## src/rtl/aud_pkg.sv

```systemverilog
package aud_pkg;
  typedef enum logic [1:0] {
    A_CTRL = 2'd0,
    A_CONF = 2'd1,
    A_DATA = 2'd2,
    A_STAT = 2'd3
  } aud_addr_e;

  // control bits
  localparam int B_CAP    = 0;
  localparam int B_PLAY   = 1;
  localparam int B_LOOP   = 2;
  localparam int B_IE_TSR = 3;
  localparam int B_IE_RSR = 4;
  localparam int B_IE_UR  = 5;
  localparam int B_IE_OR  = 6;
  localparam int B_RFL    = 7;
  localparam int B_TFL    = 8;
  localparam int B_TDMA   = 14;
  localparam int B_RDMA   = 15;
  localparam logic [31:0] CTRL_KEEP = 32'h0000_C07F;

  // configuration bits
  localparam int C_EN   = 0;
  localparam int C_RST  = 3;
  localparam int C_LAST = 6;
  localparam int C_TTH  = 8;
  localparam int C_RTH  = 12;

  // status bits
  localparam int S_UR   = 0;
  localparam int S_OR   = 1;
  localparam int S_BUSY = 2;
  localparam int S_TLV  = 8;
  localparam int S_RLV  = 16;
endpackage

```

## src/rtl/aud_fifo.sv

```systemverilog
module aud_fifo #(
  parameter int DW    = 24,
  parameter int DEPTH = 32,
  localparam int AW   = $clog2(DEPTH),
  localparam int LW   = AW + 1
) (
  input  logic          clk,
  input  logic          rst_n,
  input  logic          clr,
  input  logic          push,
  input  logic [DW-1:0] din,
  input  logic          pop,
  output logic [DW-1:0] dout,
  output logic [LW-1:0] level,
  output logic          full,
  output logic          empty
);
  logic [DW-1:0] mem [DEPTH];
  logic [AW-1:0] wp, rp;
  logic          do_push, do_pop;

  assign full    = (level == LW'(DEPTH));
  assign empty   = (level == '0);
  assign do_push = push && !full;
  assign do_pop  = pop && !empty;
  assign dout    = mem[rp];

  always_ff @(posedge clk or negedge rst_n) begin
    if (!rst_n) begin
      wp    <= '0;
      rp    <= '0;
      level <= '0;
    end else if (clr) begin
      wp    <= '0;
      rp    <= '0;
      level <= '0;
    end else begin
      if (do_push) wp <= wp + 1'b1;
      if (do_pop)  rp <= rp + 1'b1;
      level <= level + LW'(do_push) - LW'(do_pop);
    end
  end

  always_ff @(posedge clk) begin
    if (do_push && !clr) mem[wp] <= din;
  end
endmodule

```

## src/rtl/aud_req_gen.sv

```systemverilog
module aud_req_gen #(
  parameter int LW = 6,
  parameter int TW = 4
) (
  input  logic [LW-1:0] tx_lvl,
  input  logic [LW-1:0] rx_lvl,
  input  logic [TW-1:0] tx_thr,
  input  logic [TW-1:0] rx_thr,
  input  logic          tx_on,
  input  logic          rx_on,
  output logic          tx_hit,
  output logic          rx_hit
);
  function automatic logic needs_refill(input logic [LW-1:0] lvl, input logic [TW-1:0] thr);
    return lvl <= LW'(thr);
  endfunction

  function automatic logic needs_drain(input logic [LW-1:0] lvl, input logic [TW-1:0] thr);
    return lvl >= LW'(thr);
  endfunction

  assign tx_hit = tx_on && needs_refill(tx_lvl, tx_thr);
  assign rx_hit = rx_on && needs_drain(rx_lvl, rx_thr);
endmodule

```

## src/rtl/aud_fifo_dma.sv

```systemverilog
module aud_fifo_dma
  import aud_pkg::*;
#(
  parameter int DW           = 24,
  parameter int DEPTH        = 32,
  parameter int TW           = 4,
  parameter int TX_THR_RST   = 8,
  parameter int RX_THR_RST   = 7,
  parameter bit SHARED_FLUSH = 1'b0
) (
  input  logic          clk,
  input  logic          rst_n,
  input  logic          wr_en,
  input  logic [1:0]    wr_addr,
  input  logic [31:0]   wr_data,
  input  logic          rd_en,
  input  logic [1:0]    rd_addr,
  output logic [31:0]   rd_data,
  input  logic          tx_pop,
  output logic [DW-1:0] tx_sample,
  input  logic          rx_push,
  input  logic [DW-1:0] rx_sample,
  output logic          tx_dma_req,
  output logic          rx_dma_req,
  output logic          irq
);
  localparam int LW = $clog2(DEPTH) + 1;

  logic [31:0]   ctrl_q;
  logic          en_q, last_mode_q, ur_q, ov_q;
  logic [TW-1:0] tx_thr_q, rx_thr_q;
  logic [DW-1:0] last_smp_q, tx_sample_q;

  // named internal events
  logic wr_ctrl, wr_conf, wr_stat, soft_rst;
  logic tx_clr, rx_clr, ur_clr, ov_clr;
  logic tx_pop_evt, tx_take, ur_evt, rx_in_valid, ov_evt, rx_pop;
  logic [DW-1:0] tx_head, rx_head, rx_in_data;
  logic [LW-1:0] tx_lvl, rx_lvl;
  logic tx_full, tx_empty, rx_full, rx_empty, tx_hit, rx_hit, busy;

  assign wr_ctrl  = wr_en && (wr_addr == A_CTRL);
  assign wr_conf  = wr_en && (wr_addr == A_CONF);
  assign wr_stat  = wr_en && (wr_addr == A_STAT);
  assign soft_rst = wr_conf && wr_data[C_RST];
  assign ur_clr   = wr_stat && wr_data[S_UR];
  assign ov_clr   = wr_stat && wr_data[S_OR];

  assign tx_clr = soft_rst || (wr_ctrl && wr_data[B_TFL]);
  generate
    if (SHARED_FLUSH) begin : g_shared_flush
      assign rx_clr = soft_rst || (wr_ctrl && (wr_data[B_RFL] || wr_data[B_TFL]));
    end else begin : g_split_flush
      assign rx_clr = soft_rst || (wr_ctrl && wr_data[B_RFL]);
    end
  endgenerate

  assign tx_pop_evt  = en_q && ctrl_q[B_PLAY] && tx_pop;
  assign tx_take     = tx_pop_evt && !tx_empty;
  assign ur_evt      = tx_pop_evt && tx_empty;
  assign rx_in_valid = en_q && ctrl_q[B_CAP] && (ctrl_q[B_LOOP] ? tx_take : rx_push);
  assign rx_in_data  = ctrl_q[B_LOOP] ? tx_head : rx_sample;
  assign ov_evt      = rx_in_valid && rx_full;
  assign rx_pop      = rd_en && (rd_addr == A_DATA);

  aud_fifo #(.DW(DW), .DEPTH(DEPTH)) u_txq (
    .clk(clk), .rst_n(rst_n), .clr(tx_clr),
    .push(wr_en && (wr_addr == A_DATA)), .din(wr_data[DW-1:0]),
    .pop(tx_take), .dout(tx_head), .level(tx_lvl), .full(tx_full), .empty(tx_empty)
  );

  aud_fifo #(.DW(DW), .DEPTH(DEPTH)) u_rxq (
    .clk(clk), .rst_n(rst_n), .clr(rx_clr),
    .push(rx_in_valid), .din(rx_in_data),
    .pop(rx_pop), .dout(rx_head), .level(rx_lvl), .full(rx_full), .empty(rx_empty)
  );

  aud_req_gen #(.LW(LW), .TW(TW)) u_req (
    .tx_lvl(tx_lvl), .rx_lvl(rx_lvl), .tx_thr(tx_thr_q), .rx_thr(rx_thr_q),
    .tx_on(en_q && ctrl_q[B_PLAY]), .rx_on(en_q && ctrl_q[B_CAP]),
    .tx_hit(tx_hit), .rx_hit(rx_hit)
  );

  always_ff @(posedge clk or negedge rst_n) begin
    if (!rst_n) begin
      ctrl_q      <= '0;
      en_q        <= 1'b0;
      last_mode_q <= 1'b0;
      tx_thr_q    <= TW'(TX_THR_RST);
      rx_thr_q    <= TW'(RX_THR_RST);
      ur_q        <= 1'b0;
      ov_q        <= 1'b0;
      last_smp_q  <= '0;
      tx_sample_q <= '0;
    end else if (soft_rst) begin
      ctrl_q      <= '0;
      en_q        <= 1'b0;
      last_mode_q <= 1'b0;
      tx_thr_q    <= TW'(TX_THR_RST);
      rx_thr_q    <= TW'(RX_THR_RST);
      ur_q        <= 1'b0;
      ov_q        <= 1'b0;
      last_smp_q  <= '0;
      tx_sample_q <= '0;
    end else begin
      if (wr_ctrl) ctrl_q <= wr_data & CTRL_KEEP;
      if (wr_conf) begin
        en_q        <= wr_data[C_EN];
        last_mode_q <= wr_data[C_LAST];
        tx_thr_q    <= wr_data[C_TTH +: TW];
        rx_thr_q    <= wr_data[C_RTH +: TW];
      end
      ur_q <= ur_evt || (ur_q && !ur_clr);
      ov_q <= ov_evt || (ov_q && !ov_clr);
      if (tx_take) begin
        tx_sample_q <= tx_head;
        last_smp_q  <= tx_head;
      end else if (ur_evt) begin
        tx_sample_q <= last_mode_q ? last_smp_q : '0;
      end
    end
  end

  assign busy       = en_q && ((ctrl_q[B_PLAY] && !tx_empty) || (ctrl_q[B_CAP] && !rx_empty));
  assign tx_sample  = tx_sample_q;
  assign tx_dma_req = tx_hit && ctrl_q[B_TDMA];
  assign rx_dma_req = rx_hit && ctrl_q[B_RDMA];
  assign irq = (ur_q && ctrl_q[B_IE_UR]) || (ov_q && ctrl_q[B_IE_OR]) ||
               (tx_hit && ctrl_q[B_IE_TSR]) || (rx_hit && ctrl_q[B_IE_RSR]);

  always_comb begin
    rd_data = '0;
    case (rd_addr)
      A_CTRL: rd_data = ctrl_q;
      A_CONF: begin
        rd_data[C_EN]         = en_q;
        rd_data[C_LAST]       = last_mode_q;
        rd_data[C_TTH +: TW]  = tx_thr_q;
        rd_data[C_RTH +: TW]  = rx_thr_q;
      end
      A_DATA: rd_data[DW-1:0] = rx_head;
      default: begin
        rd_data[S_UR]         = ur_q;
        rd_data[S_OR]         = ov_q;
        rd_data[S_BUSY]       = busy;
        rd_data[S_TLV +: LW]  = tx_lvl;
        rd_data[S_RLV +: LW]  = rx_lvl;
      end
    endcase
  end
endmodule

```

## config.mk

```make
export PLATFORM = sky130hd
export DESIGN_NAME = aud_fifo_dma
export DESIGN_NICKNAME = d
export VERILOG_FILES = /design/src/rtl/aud_pkg.sv /design/src/rtl/aud_fifo.sv /design/src/rtl/aud_req_gen.sv /design/src/rtl/aud_fifo_dma.sv
export SDC_FILE = /design/constraint.sdc
export NUM_CORES = 2
export LEC_CHECK = 0
export ABC_AREA = 1
export BUFFER_PORTS_ARGS = -buffer_cell sky130_fd_sc_hd__buf_4
export CORE_ASPECT_RATIO = 0.6
export CORE_MARGIN = 4
export CORE_UTILIZATION = 35
export DETAILED_ROUTE_END_ITERATION = 7
export GPL_ROUTABILITY_DRIVEN = 0
export PLACE_DENSITY_LB_ADDON = 0.2
export SLEW_MARGIN = 10
export SYNTH_ARGS = -nofsm -noshare
export SYNTH_HDL_FRONTEND = slang
export SYNTH_SLANG_ARGS = --single-unit
```

## constraint.sdc

```tcl
create_clock -name clk -period 3.3 [get_ports clk]
set_clock_uncertainty 0.15 [all_clocks]
set_input_delay 0.495 -clock clk [delete_from_list [all_inputs] [get_ports clk]]
set_output_delay 0.495 -clock clk [all_outputs]
set_load 0.01 [all_outputs]
```

==> reports/summary.txt <==
Worst path most repeated cell -> nand2_1
Max Slew Vio Count -> 0
CTS buffer count -> 161
Area grow syn2layout -> 21.7%
Cell Rows -> 124
Final Cycle Share -> 109%
Cell count after synthesis -> 5815
Area of the multi-input gates -> 17900 um2
Die ar. -> 200000 um2
Share of layout cells above drive strength 1 -> 16.3%
FF+latch count, synth -> 1637
# fillers -> 17600
Required time of the critical path -> 2.65 ns
Slew headroom -> 40.8%
Worst Tran Pin Value -> 0.889 ns
Vias in the first global route -> 42200
Final Util -> 43.0%
P_leak -> 0.0295 uW
Clk pin slew, worst setup/hold paths -> 0.07 ns
Worst path max stage delay -> 0.55 ns
CTS sink count -> 1637
Total track usage -> 20.6%
Placed Area -> 73800 um2
Most frequent cells in the layout -> edfxtp_1 (1536), nand2_1 (1066), nor2_1 (806), o21ai_0 (498), nand3_1 (479)
Area occupied by registers -> 48700 um2
Die H -> 348 um
Avg Cell Area, Syn -> 11.6 um2
DP HPWL -> 127000 um
Largest delay share family, worst path -> buffers and inverters
Via count -> 46200
Initial drt markers -> 5790
Asr flop ratio synth -> 6.17%
Fin crit period -> 3.59 ns
CP arrival -> 2.95 ns
Largest net degree at the start of global routing -> 126
Hold slack -> 0.0457 ns
Starting Density -> 35.3%
Clk_lat worst skew -> 0.79 ns
Core footprint -> 191000 um2
Vias per inst -> 5.23
Post-synthesis sequential area ratio -> 72.1%
Worst Setup Start Kind -> register
Routed WL -> 216000 um
Critical path, cell by cell -> buf_12 -> buf_12 -> bufbuf_16 -> nand2_1 -> o21ai_0 -> o22ai_1 -> nand2_1 -> nand2_1 -> inv_1 -> nand3_2 -> nand3_2 -> nand2_4 -> buf_4
Failing checks -> setup timing
Total gr overflow -> 0
Post-Layout Inst Area -> 82100 um2
Number of setup violations in the final report -> 25
Status -> finished with violations
Yosys warns -> 0
RSZ-0062 raised after global routing -> yes
Cell variety after synth -> 47
Number of flops mapped to enable cells by yosys -> 1536
Final hold vios -> 0
CTS tree -> done
Final worst slack -> -0.291 ns
Clock tree buffer depth -> 4
CP endpoint kind -> output pin
CTS root buf -> clkbuf_16
I/O pin total -> 125
DRC -> 0
Final #Nets -> 6234
I/O Buffers -> 108
ANT nets after route -> 0
Slowest cell on crit path -> dfrtp_4
Power Dens Cells -> 684 nW/um2
Commonest non-fill, non-tap cell in the layout -> edfxtp_1
Routed WL per cell -> 24.4 um
First-pass GRT wire length -> 303000 um
Fmax -> 278 MHz
Peak VDD IR -> 502 uV
Synth Cell Area -> 67500 um2
WS Path Type -> register to output pin
Ys flop type -> edfxtp_1
Die X -> 575 um
Critical path peak fanout -> 5
Antenna violations before repair -> 11
CP bufs+invs -> 5
DR pass1 iterations -> 6
CTS HTree Levels -> 4
Max cap viols -> 0
Hold crit path type -> input pin to register
## cell usage after synthesis (3+ instances only)
library cell / count / area share, %
nand4_1: 7 / 0.065
clkbuf_1: 148 / 0.82
o22ai_1: 71 / 0.66
nand3_1: 540 / 4.0
inv_2: 8 / 0.044
buf_4: 37 / 0.41
clkinv_1: 4 / 0.022
o221ai_1: 4 / 0.052
a21oi_1: 116 / 0.86
o21ai_0: 576 / 4.3
edfxtp_1: 1536 / 68
buf_1: 21 / 0.12
ha_1: 37 / 0.69
dfrtp_1: 97 / 3.6
buf_2: 120 / 0.89
o21ai_1: 47 / 0.35
nand2_4: 4 / 0.067
dfstp_2: 4 / 0.16
nand2_1: 1119 / 6.2
or2_2: 16 / 0.15
nor2_1: 903 / 5.0
o31ai_1: 3 / 0.033
inv_1: 246 / 1.4
nor3_1: 15 / 0.11
o211ai_1: 89 / 0.99
nor3b_1: 4 / 0.044
buf_6: 15 / 0.25
## state kept, by name, summed over array words and instances, names as in the netlist, 4 cells and up
register	cells
ctrl_q	9
last_smp_q	24
rx_thr_q	4
tx_sample	24
tx_thr_q	4
u_rxq.level	6
u_rxq.mem	768
u_rxq.rp	5
u_rxq.wp	5
u_txq.level	6
u_txq.mem	768
u_txq.rp	5
u_txq.wp	5
## power breakdown
group / leakage (uW) / internal, uW / switching (uW)
Combinational: 0.0119 / 5000 / 8770
Clock: 0.00247 / 10300 / 7980
Sequential: 0.0151 / 23700 / 345
Total: 0.0295 / 39000 / 17100
## worst paths after layout
kind                       slack [ns]                       start                          to  depth (start not counted)
hold reg to reg                  0.32  last_smp_q[14]$_DFFE_PN0P_  last_smp_q[14]$_DFFE_PN0P_                          2
max in group asynchronous        2.13                       rst_n     u_rxq.rp[1]$_DFFE_PN0P_                          3
setup reg to reg                 0.23    u_txq.level[3]$_DFF_PN0_  u_rxq.mem[20][9]$_DFFE_PP_                         12
setup / recovery                -0.29     u_rxq.rp[0]$_DFFE_PN0P_                  rd_data[9]                         13
hold / removal                   0.05                  wr_data[9]  u_txq.mem[22][9]$_DFFE_PP_                          1
min in group asynchronous        0.12                       rst_n   tx_sample[14]$_DFFE_PN0P_                          3
## layer usage
metal / GRT usage [%] / share of wire (%) / routed length [um] / vias to the layer above
met5: 0 / 0.023 / 49 / -
li1: - / - / - / 21000
met1: 33.6 / 50 / 107000 / 23100
met2: 27.3 / 39 / 84100 / 1817
met3: 4.32 / 8.7 / 18700 / 288
met4: 5.28 / 2.5 / 5310 / 8
## metrics by stage
stage | power, uW | std cells | setup TNS (ns) | setup slack, ns
3_5_place_dp | 35900 | 8447 | 0 | 0.130
6_report | 56100 | 8833 | -5.55 | -0.291
4_1_cts | 55400 | 8794 | -7.63 | -0.381
3_3_place_gp | 35700 | 8447 | 0 | 0.126
5_1_grt | 58700 | 8832 | -7.89 | -0.389
2_1_floorplan | 31200 | 5822 | 0 | 0.142
## final cells by class
type | count | area share [%]
Timing Repair Buffer | 483 | 7.59
Clock buffer | 207 | 5.26
Tap cell | 2583 | 3.93
Antenna cell | 2 | 0.00609
Multi-Input combinational cell | 3584 | 21.8
Sequential cell | 1637 | 59.3
Clock inverter | 75 | 0.893
Timing Repair inverter | 3 | 0.0594
Inverter | 259 | 1.24
## what timing repair did
action	in CTS	in global routing
hold buffers	22	0
hold endpoints to repair	679	0
setup endpoints to repair	27	26
setup buffers	27	16
pin swaps	35	133
resized for setup	209	272
gates cloned	17	25
## kinds of logic (layout without fill, tap and decap cells)
family | count (synthesis) | count (layout) | synth area share, %
flip-flops | 1637 | 1637 | 72.1
other | 1 | 10 | 0.00556
adder cells (fa/ha/maj) | 39 | 39 | 0.745
XOR/XNOR | 2 | 2 | 0.0260
AO/OA/AOI/OAI | 916 | 916 | 7.34
AND/OR/NAND/NOR | 2619 | 2619 | 15.8
buffers and inverters | 601 | 1027 | 3.96
(Power assumes the default switching activity.)
